$ cat src/rtl/lapwatch.sv
module lapwatch #(
  parameter int TICK_DIV  = 500000,
  parameter int LAP_DEPTH = 4,
  localparam int PW = $clog2(TICK_DIV > 1 ? TICK_DIV : 2),
  localparam int LW = $clog2(LAP_DEPTH)
) (
  input  logic          clk,
  input  logic          rst,
  input  logic          run_sw,
  input  logic          freeze_btn,
  input  logic          recall_en,
  input  logic [LW-1:0] recall_idx,
  output logic [3:0]    sec_tens,
  output logic [3:0]    sec_ones,
  output logic [3:0]    tenths,
  output logic [3:0]    hundredths,
  output logic          dp_on
);

  logic [PW-1:0] pre;
  logic          run_q, frz_q, frozen;
  logic [LW-1:0] wr_ptr;
  logic [15:0]   live, hold, nxt, disp;
  logic [15:0]   lap [LAP_DEPTH];

  wire start = run_sw & ~run_q;
  wire tick  = run_sw & ~start & (pre == PW'(TICK_DIV - 1));
  wire press = freeze_btn & ~frz_q;

  always_comb begin
    nxt = live;
    if (live[3:0] != 4'd9) nxt[3:0] = live[3:0] + 4'd1;
    else begin
      nxt[3:0] = 4'd0;
      if (live[7:4] != 4'd9) nxt[7:4] = live[7:4] + 4'd1;
      else begin
        nxt[7:4] = 4'd0;
        if (live[11:8] != 4'd9) nxt[11:8] = live[11:8] + 4'd1;
        else begin
          nxt[11:8] = 4'd0;
          if (live[15:12] != 4'd5) nxt[15:12] = live[15:12] + 4'd1;
          else nxt[15:12] = 4'd0;
        end
      end
    end
  end

  always_ff @(posedge clk) begin
    if (rst) begin
      pre    <= '0;
      run_q  <= 1'b0;
      frz_q  <= 1'b0;
      frozen <= 1'b0;
      wr_ptr <= '0;
      live   <= '0;
      hold   <= '0;
      for (int i = 0; i < LAP_DEPTH; i++) lap[i] <= '0;
    end else begin
      run_q <= run_sw;
      frz_q <= freeze_btn;
      if (start) begin
        pre  <= '0;
        live <= '0;
      end else if (run_sw) begin
        if (tick) begin
          pre  <= '0;
          live <= nxt;
        end else begin
          pre <= pre + 1'b1;
        end
      end
      if (press) begin
        if (frozen) begin
          frozen <= 1'b0;
        end else begin
          frozen      <= 1'b1;
          hold        <= live;
          lap[wr_ptr] <= live;
          wr_ptr      <= (wr_ptr == LW'(LAP_DEPTH - 1)) ? '0 : wr_ptr + 1'b1;
        end
      end
    end
  end

  assign disp  = recall_en ? lap[recall_idx] : (frozen ? hold : live);
  assign {sec_tens, sec_ones, tenths, hundredths} = disp;
  assign dp_on = 1'b1;

endmodule


$ cat config.mk
export PLATFORM = sky130hd
export DESIGN_NAME = lapwatch
export DESIGN_NICKNAME = d
export VERILOG_FILES = /design/src/rtl/lapwatch.sv
export SDC_FILE = /design/constraint.sdc
export NUM_CORES = 1
export LEC_CHECK = 0
export BUFFER_PORTS_ARGS = -buffer_cell sky130_fd_sc_hd__buf_2
export CORE_AREA = 2 2 140 142
export DETAILED_ROUTE_END_ITERATION = 10
export DIE_AREA = 0 0 142 144
export GPL_TIMING_DRIVEN = 1
export PLACE_DENSITY = 0.48
export SLEW_MARGIN = 20
export SYNTH_ARGS = -nofsm -noshare
export SYNTH_HDL_FRONTEND = slang
export SYNTH_SLANG_ARGS = --single-unit
$ cat constraint.sdc
create_clock -name clk -period 2.3 [get_ports clk]
set_clock_uncertainty 0.2 [all_clocks]
set_input_delay 0.115 -clock clk [delete_from_list [all_inputs] [get_ports clk]]
set_output_delay 0.115 -clock clk [all_outputs]
set_load 0.02 [all_outputs]
==> flow_summary.yaml <==
outcome:
  status: "finished, final reports clean"
detailed_routing:
  vias: 3890
  wl_per_cell_um: 17.01
  ant_nets: 0
  via_per_inst: 4.981
  wl_um: 13290
  first_iter_violations: 191
  firstDrtPassIters: 6
  drc: 0
floorplanning:
  row_count: 51
  die_x_um: 142
  die_h_um: 144
  core_mm2: 0.01908
  die_area_mm2: 0.02045
  initial_core_util_pct: 30.48
  ioPinCount: 24
finish:
  area_growth_pct: 16.59
  finalNonFillerCells: 781
  design_area_mm2: 0.006780
  diodes: 0
  nNetsFinal: 539
  fillerInstances: 1881
  drive_gt1_share_pct: 21.18
sta:
  grt_setup_unrepaired: "no"
  hold_viol: 0
  post-route-period-util_pct: 93.46
  report.final.slew_viol_count: 0
  fmax_mhz: 465.2
  setup_tns_ns: 0
  tightest_slew_ns: 0.5425
  min_period_ns: 2.150
  whs_ns: 0.2504
  setup-violations-final: 0
  maxSlewHeadroom_pct: 63.83
power_and_ir_drop:
  powerDensity_mw_per_mm2: 751.7
  ir_worst_vdd_mv: 0.4521
  combPwrFrac_pct: 5.7
  clkPwrFrac_pct: 48.6
  seqPwrFrac_pct: 45.7
  switching_share_pct: 22.37
  p_switching_mw: 1.140
  p_leak_nw: 2.497
  p_int_mw: 3.956
synthesis:
  synth_compound_area_share_pct: 9.294
  synth_warnings: 0
  syn_inst: 501
  mappedNetlistArea_mm2: 0.005816
  synth_mux_area_share_pct: 9.122
  synthDistinctLibCells: 61
  synth_top_family_by_area: "simple AND/OR/NAND/NOR gates"
  synth_top_area_share_pct: 33.05
  ys_seq_elements: 120
  synth-seq-area-share_pct: 52.32
  async_flop_share_pct: 0
  synth_area_leaders: "edfxtp_1 33%, dfxtp_1 19%, mux4_2 6.2%"
  synthTopCellsByCount: "64 x edfxtp_1, 57 x and2_1, 56 x dfxtp_1"
  synth_xor_area_share_pct: 1.958
  yosys.cell_count.top_type: "edfxtp_1"
  synth_edf_count: 64
  syn_area_per_cell_um2: 11.61
  synth-simple-area-share_pct: 22.29
  synth-adder-area-share_pct: 0.4303
  yosys.area.top_type: "edfxtp_1"
  ys.flop_type: "edfxtp_1"
  syn_nets: 510
worst_setup_path:
  startpoint_type: "flip-flop"
  cp_data_arrival_time_ns: 1.83
  worstPathRequired_ns: 1.99
  cp_max_fo: 18
  worst-setup-path-type: "reg -> out"
  setup.worst_path.end_class: "output port"
placed_design:
  dp_cells: 745
  place_hpwl_um: 8838
  gp_congestion: 0.7786
  place_area_mm2: 0.006182
  port_buffers: 22
hold_path:
  hold_class: "reg -> reg"
cts:
  cts_tree: "yes"
  cts_num_sinks: 120
  clkLatencyLatePin_ns: 0.41
  cts-root-buf: "clkbuf_16"
  cts.path.max_buffers: 2
  clk_pin_slew_ns: 0.05
  htreeDepth: 4
  numCtsBuffers: 17
grt:
  grt_start_max_net_pins: 33
  grt_pass1_wl_um: 21330
  grt_pass1_vias: 3832
  antenna_found_initial: 0
  grt.total_usage_pct: 13.93
  overflow: 0
flow_run:
  cap_violations: 0
-- worst paths after layout --
path | from | cells after the start | to | slack, ns
worst max register to register | pre[0]$_SDFFE_PP0P_ | 5 | live[12]$_SDFFE_PP0P_ | 0.24
worst min register to register | hold[0]$_SDFFE_PP0N_ | 1 | hold[0]$_SDFFE_PP0N_ | 0.25
worst min-delay path | hold[0]$_SDFFE_PP0N_ | 1 | hold[0]$_SDFFE_PP0N_ | 0.25
worst max-delay path | frozen$_SDFFE_PP0N_ | 4 | sec_tens[3] | 0.15
-- cells by family (layout without fill, tap and decap cells) --
kind of cell	count (synthesis)	after routing
compound gates	86	86
xor+xnor	13	13
fa+ha+maj	2	2
buf+inv	46	88
flops	120	120
mux	33	33
other cells	1	1
simple gates	200	200
-- layout by cell type, fill, tap and decap left out, types with 7 or more instances in the layout --
cell / count
and2_1: 57
nor3_1: 9
nand3_1: 14
a21oi_1: 23
nand4_1: 14
nor2_1: 20
dfxtp_1: 56
edfxtp_1: 64
o21ai_0: 26
clkbuf_16: 17
buf_4: 16
nand2_1: 28
buf_2: 22
xor2_1: 9
a21o_1: 16
inv_1: 11
mux2i_1: 17
or3_1: 7
mux4_2: 16
-- flip-flops by register name (all words and copies together), names as in the netlist --
register	flops
live	16
frozen	1
run_q	1
wr_ptr	2
lap	64
hold	16
pre	19
frz_q	1
-- critical path, cell delays in order, from the launching register on --
cell and delay [ns]:
dfxtp_1 0.32, buf_4 0.35, mux2i_1 0.15, o21ai_0 0.35, buf_2 0.24
-- power by group through the flow --
stage | clock (mW) | combinational, mW | sequential (mW)
6_report | 2.48 | 0.290 | 2.33
5_1_grt | 2.65 | 0.316 | 2.33
4_1_cts | 2.54 | 0.298 | 2.33
3_5_place_dp | 0 | 0.292 | 2.38
3_3_place_gp | 0 | 0.290 | 2.38
2_1_floorplan | 0 | 0.204 | 2.37
-- routing by layer --
| layer | track usage, % | vias up | part of all wire [%] |
|---|---|---|---|
| met5 | 0 | - | 0 |
| met2 | 23.29 | 62 | 49 |
| met3 | 3.576 | 11 | 3.4 |
| li1 | - | 1914 | - |
| met4 | 4.421 | 0 | 1.2 |
| met1 | 17.73 | 1903 | 46 |
-- timing repair --
item,in CTS,in global routing
setup buffers,0,0
hold endpoints to repair,8,0
hold buffers,4,0
resized for setup,0,0
-- cell type report --
class / instances / area [µm²] / share of cell area [%]
flip-flops and latches: 120 / 3043 / 44.88
multi-input cells: 335 / 2510 / 37.02
clock buffers: 21 / 460.4 / 6.791
repair buffers: 45 / 330.3 / 4.872
well taps: 238 / 297.8 / 4.392
clock inverters: 11 / 97.59 / 1.439
inverters: 11 / 41.29 / 0.6090
-- stage by stage --
| step | power (mW) | setup WS [ns] | utilization [%] |
|---|---|---|---|
| CTS | 5.169 | 0.1552 | 35.54 |
| global placement | 2.665 | 0.2916 | 32.40 |
| global route | 5.297 | 0.02359 | 35.54 |
| detailed placement | 2.668 | 0.2335 | 32.40 |
| floorplan | 2.571 | 0.1521 | - |
| finish | 5.097 | 0.1504 | 35.54 |
Power figures use the tool's default switching activity.
